--- config.mk ---
export PLATFORM = sky130hd
export DESIGN_NAME = nand_hamming_ecc
export DESIGN_NICKNAME = d
export VERILOG_FILES = /design/src/rtl/nand_ecc_pkg.sv /design/src/rtl/nand_ecc_ctrl.sv /design/src/rtl/nand_ecc_datapath.sv /design/src/rtl/nand_ecc_syndrome.sv /design/src/rtl/nand_hamming_ecc.sv
export SDC_FILE = /design/constraint.sdc
export NUM_CORES = 1
export LEC_CHECK = 0
export ABC_AREA = 1
export BUFFER_PORTS_ARGS = -buffer_cell sky130_fd_sc_hd__buf_2
export CAP_MARGIN = 20
export CORE_MARGIN = 2
export CORE_UTILIZATION = 44
export CTS_BUF_LIST = sky130_fd_sc_hd__clkbuf_4 sky130_fd_sc_hd__clkbuf_8 sky130_fd_sc_hd__clkbuf_16
export DETAILED_ROUTE_END_ITERATION = 12
export GPL_TIMING_DRIVEN = 0
export PLACE_DENSITY_LB_ADDON = 0.25
export RECOVER_POWER = 50
export SLEW_MARGIN = 25
export SYNTH_ARGS = -nofsm -noshare
export SYNTH_HDL_FRONTEND = slang
export SYNTH_HIERARCHICAL = 1
export SYNTH_SLANG_ARGS = --single-unit
--- constraint.sdc ---
create_clock -name clk -period 3.3 [get_ports clk]
set_clock_uncertainty 0.1 [all_clocks]
set_input_delay 0.165 -clock clk [delete_from_list [all_inputs] [get_ports clk]]
set_output_delay 0.165 -clock clk [all_outputs]
set_load 0.005 [all_outputs]
--- src/rtl/nand_ecc_pkg.sv ---
package nand_ecc_pkg;
  typedef enum logic [1:0] {
    ST_CLEAN   = 2'd0,
    ST_FIXDATA = 2'd1,
    ST_CODEERR = 2'd2,
    ST_FATAL   = 2'd3
  } eccStatus_e;

  typedef struct packed {
    logic clearAcc;
    logic accumulate;
  } eccStrobes_t;
endpackage

--- src/rtl/nand_ecc_ctrl.sv ---
module nand_ecc_ctrl
  import nand_ecc_pkg::*;
(
  input  logic        clk,
  input  logic        rstN,
  input  logic        restart,
  input  logic        eccRead,
  input  logic        dataValid,
  output eccStrobes_t strobes
);
  logic running;

  // restart takes priority over a read in the same cycle
  always_ff @(posedge clk) begin
    if (!rstN)        running <= 1'b0;
    else if (restart) running <= 1'b1;
    else if (eccRead) running <= 1'b0;
  end

  always_comb begin
    strobes.clearAcc   = restart | eccRead;
    strobes.accumulate = running & dataValid & ~(restart | eccRead);
  end
endmodule

--- src/rtl/nand_ecc_datapath.sv ---
module nand_ecc_datapath
  import nand_ecc_pkg::*;
#(
  parameter int BYTE_IDX_W = 9,
  parameter int RAW_W      = 32
) (
  input  logic                 clk,
  input  logic                 rstN,
  input  eccStrobes_t          strobes,
  input  logic [7:0]           dataByte,
  output logic [RAW_W-1:0]     eccRaw,
  output logic [2*(BYTE_IDX_W+3)-1:0] eccCode
);
  localparam int GROUP_W = BYTE_IDX_W + 3;
  localparam int HI_LSB  = RAW_W / 2;

  logic [BYTE_IDX_W-1:0] byteAddr;
  logic [GROUP_W-1:0]    hiAcc, loAcc;
  logic [GROUP_W-1:0]    byteHi, byteLo;

  // per-byte contribution: position for the high group, complement for the low
  always_comb begin
    byteHi = '0;
    byteLo = '0;
    for (int i = 0; i < 8; i++) begin
      if (dataByte[i]) begin
        byteHi = byteHi ^ {byteAddr, 3'(i)};
        byteLo = byteLo ^ ~{byteAddr, 3'(i)};
      end
    end
  end

  always_ff @(posedge clk) begin
    if (!rstN || strobes.clearAcc) begin
      hiAcc    <= '0;
      loAcc    <= '0;
      byteAddr <= '0;
    end else if (strobes.accumulate) begin
      hiAcc    <= hiAcc ^ byteHi;
      loAcc    <= loAcc ^ byteLo;
      byteAddr <= byteAddr + 1'b1;
    end
  end

  always_comb begin
    eccRaw = '0;
    eccRaw[HI_LSB +: GROUP_W] = hiAcc;
    eccRaw[0 +: GROUP_W]      = loAcc;
    eccCode = ~{hiAcc, loAcc};
  end
endmodule

--- src/rtl/nand_ecc_syndrome.sv ---
module nand_ecc_syndrome
  import nand_ecc_pkg::*;
#(
  parameter int BYTE_IDX_W   = 9,
  parameter int SECTOR_BYTES = 512
) (
  input  logic [2*(BYTE_IDX_W+3)-1:0] storedCode,
  input  logic [2*(BYTE_IDX_W+3)-1:0] calcCode,
  output eccStatus_e                  status,
  output logic [BYTE_IDX_W-1:0]       fixByte,
  output logic [2:0]                  fixBit
);
  localparam int GROUP_W = BYTE_IDX_W + 3;
  localparam int CODE_W  = 2 * GROUP_W;

  logic [CODE_W-1:0]     syn;
  logic [GROUP_W-1:0]    synHi, synLo;
  logic [BYTE_IDX_W-1:0] idx;
  logic                  complementary;

  always_comb begin
    syn           = storedCode ^ calcCode;
    synLo         = syn[GROUP_W-1:0];
    synHi         = syn[CODE_W-1:GROUP_W];
    idx           = synHi[GROUP_W-1:3];
    complementary = &(synHi ^ synLo);
    status  = ST_FATAL;
    fixByte = '0;
    fixBit  = '0;
    if (syn == '0) begin
      status = ST_CLEAN;
    end else if (complementary) begin
      if (32'(idx) < SECTOR_BYTES) begin
        status  = ST_FIXDATA;
        fixByte = idx;
        fixBit  = synHi[2:0];
      end
    end else if ((syn & (syn - 1'b1)) == '0) begin
      status = ST_CODEERR;
    end
  end
endmodule

--- src/rtl/nand_hamming_ecc.sv ---
module nand_hamming_ecc
  import nand_ecc_pkg::*;
#(
  parameter int BYTE_IDX_W   = 9,
  parameter int SECTOR_BYTES = 512,
  parameter int RAW_W        = 32
) (
  input  logic                        clk,
  input  logic                        rstN,
  input  logic                        restart,
  input  logic                        eccRead,
  input  logic                        dataValid,
  input  logic [7:0]                  dataByte,
  output logic [RAW_W-1:0]            eccRaw,
  output logic [2*(BYTE_IDX_W+3)-1:0] eccCode,
  input  logic [2*(BYTE_IDX_W+3)-1:0] storedCode,
  input  logic [2*(BYTE_IDX_W+3)-1:0] calcCode,
  output logic [1:0]                  status,
  output logic [BYTE_IDX_W-1:0]       fixByte,
  output logic [2:0]                  fixBit
);
  eccStrobes_t strobes;
  eccStatus_e  statusE;

  nand_ecc_ctrl u_ctrl (
    .clk(clk), .rstN(rstN), .restart(restart), .eccRead(eccRead),
    .dataValid(dataValid), .strobes(strobes)
  );

  nand_ecc_datapath #(.BYTE_IDX_W(BYTE_IDX_W), .RAW_W(RAW_W)) u_dp (
    .clk(clk), .rstN(rstN), .strobes(strobes), .dataByte(dataByte),
    .eccRaw(eccRaw), .eccCode(eccCode)
  );

  nand_ecc_syndrome #(.BYTE_IDX_W(BYTE_IDX_W), .SECTOR_BYTES(SECTOR_BYTES)) u_syn (
    .storedCode(storedCode), .calcCode(calcCode), .status(statusE),
    .fixByte(fixByte), .fixBit(fixBit)
  );

  assign status = statusE;
endmodule

==> summary.txt <==
Run status: complete, no violations
FF+latch count, synth: 34
Vias: 4195
Fmax: 475 MHz
Vias in the first global route: 3825
Core box area: 0.00773 mm²
Chip width: 93.3 µm
Average wire per standard cell: 11.1 µm
Hold endpoint: u_dp/byteAddr[1]
Largest net degree at the start of global routing: 11
Critical Path End Type: flop
Cts hold-fix bufs: 2
Setup TNS: 0 ns
Hold Crit Class: input pin to flop
Gpl congestion: 0.879
FFs w/ async S/R, synth: 0
Critical R2R Launch: u_ctrl/running
Post-synth EDFFs: 0
R2r setup slk: 1.56 ns
Power Dens Cells: 244 mW/mm²
R2R cell count: 9
Synth top area share: 0.249
Min-Delay Startpoint: rstN
I/O pin cnt: 131
RSZ-0062 raised after global routing: no
Dpl ws: 1.35 ns
Critical path peak fanout: 10
CTS tree: done
Synthesis warning total: 6
Maxcap violations: 0
Filler instances: 826
Overflow after GRT: 0
Clk buf depth: 2
Total Routing Usage GR: 0.228
Cell Area, Synth: 0.00351 mm²
Leakage: 2.37 nW
Final ANT Viol Nets: 0
Synthesized netlist cell count: 655
Share of cells above drive strength 1: 0.212
Slew Limit Fails: 0
Die ar.: 0.00871 mm²
Final WS setup: 1.19 ns
Yosys cell types: 35
Net count, final: 855
CTS H-tree depth: 2
# rows: 32
Worst-margin pin slew: 0.574 ns
I/O Buffers: 122
Clk Latency, worst-skew pair: 0.29 ns
CTS resizes: 0
Worst EP arrival: 2.19 ns
Mean Syn Cell Area: 5.36 µm²
Initial DRC count: 157
First-pass GRT wire length: 16300 µm
Power consumption: 1.06 mW
Post-CTS Setup Bufs: 0
Final core utilization: 0.562
Starting density of the core: 0.454
Period utilization: 0.638
Setup violators final: 0
Synthesis-to-finish area growth: 23.7%
Drt total wl: 9930 µm
Synth Flop Type: dfxtp_1
DRC Markers: 0
Clock transition at path regs: 0.07 ns
Min Tclk post-route: 2.11 ns
Detailed Place HPWL: 8110 µm
Peak VDD IR: 0.190 mV
Initial antenna violation count: 0
Worst EP required: 3.39 ns
Register area share after synthesis: 0.194
Via density: 4.69
Die H: 93.3 µm
Relative slew slack: 0.618
CTS sink cnt: 34
RR Endpoint: u_dp/hiAcc[7]
Clk root buf: clkbuf_8
Startpoint Class: input pin
Endpoints failing hold: 0
Ranking of synthesized cells by area: nand2_1, dfxtp_1, inv_1
1st-pass router iterations: 4
Synth area leader: nand2_1
ANT cells: 0
Setup CP Type: input pin to flop
Hold Path Depth: 5
Total CTS buffers: 5
## metrics by stage
step | std cells | hold WS [ns] | area, µm²
global placement | 886 | 0.291 | 4280
global route | 895 | 0.236 | 4340
finish | 895 | 0.199 | 4340
floorplan | 662 | 0.177 | 3540
CTS | 895 | 0.189 | 4370
detailed placement | 886 | 0.296 | 4280
## logic make-up after synthesis
group | Yosys count | synth area share
simple gates | 415 | 0.529
xor+xnor | 11 | 0.0274
flops | 34 | 0.194
compound gates | 36 | 0.0549
buf+inv | 157 | 0.190
other cells | 1 | 0.00107
fa+ha+maj | 1 | 0.00356
## worst max-delay path, stage by stage
cell	delay, ns
dlygate4sd3_1	0.54
buf_2	0.13
or2_4	0.24
nor2_2	0.07
buf_2	0.17
clkbuf_1	0.38
nand2_1	0.14
inv_1	0.12
nand4_1	0.10
nand2_1	0.09
nor2_1	0.05
## metal layers
layer / part of all wire / track usage / wire length [µm] / vias up
met5: 0 / 0 / 0 / -
met4: 0.013 / 0.0723 / 131 / 0
met3: 0.069 / 0.0306 / 684 / 14
met2: 0.48 / 0.416 / 4780 / 155
met1: 0.44 / 0.275 / 4330 / 1816
li1: - / - / - / 2210
## final cells by class
| class | instances | area [µm²] | area share |
|---|---|---|---|
| Clock buffer | 5 | 68.8 | 0.0158 |
| Buffer | 21 | 156 | 0.0360 |
| Timing Repair Buffer | 124 | 599 | 0.138 |
| Sequential cell | 34 | 681 | 0.157 |
| Inverter | 136 | 510 | 0.118 |
| Tap cell | 102 | 128 | 0.0294 |
| Multi-Input combinational cell | 471 | 2190 | 0.504 |
| Clock inverter | 2 | 10.0 | 0.00230 |
## sequential cells by signal, summed over array words and instances, names as in the netlist
signal and count:
u_ctrl/running 1, u_dp/byteAddr 9, u_dp/loAcc 12, u_dp/hiAcc 12
## cells in the mapped netlist (2+ instances only)
cell type	instances
inv_2	6
nor2_2	8
nand2_1	233
nand3_1	19
o21ai_0	18
buf_4	9
inv_1	130
a21oi_1	15
clkbuf_1	3
buf_2	4
nor2_1	94
nand2_4	2
buf_6	3
nand2_2	11
nand4_1	21
nand3_2	11
nor2_4	2
nor3_2	2
dfxtp_1	34
xnor2_1	10
nor3_1	6
## how the worst max path moves through the flow
stage                     slack, ns          from  cells after the start          endpoint
after CTS                      1.26       restart                     11     u_dp/hiAcc[7]
final                          1.19       restart                     11     u_dp/hiAcc[7]
after global routing           1.01       restart                     12     u_dp/hiAcc[7]
after floorplan                1.79       restart                     11  u_dp/byteAddr[8]
after detailed placement       1.35  calcCode[23]                      8        fixByte[3]
after global placement         1.35  calcCode[23]                      8        fixByte[6]
## power by group
part	switching, mW	total [mW]	internal, mW	leakage, nW
logic	0.224	0.355	0.130	2.05
registers	0.000940	0.413	0.412	0.274
clock network	0.153	0.294	0.142	0.0438
total	0.378	1.06	0.684	2.37
## cells in the final DEF (no fill, tap or decap), types with 2 or more instances in the layout
cell           Yosys  layout
nand3_1           19      19
nand2_4            2       2
nand3_2           11      11
clkbuf_8           0       5
buf_2              4     101
buf_6              3       3
dlygate4sd3_1      0       2
nand2_1          233     233
conb_1             1       8
nor3_1             6       6
nor3_2             2       2
nand4_1           21      21
a21oi_1           15      15
nand2_2           11      11
nor2_4             2       2
clkbuf_1           3      28
xnor2_1           10      10
inv_1            130     130
dfxtp_1           34      34
buf_4              9       9
nor2_1            94      94
clkinv_2           0       2
nor2_2             8       8
inv_2              6       6
o21ai_0           18      18
(Power assumes the default switching activity.)
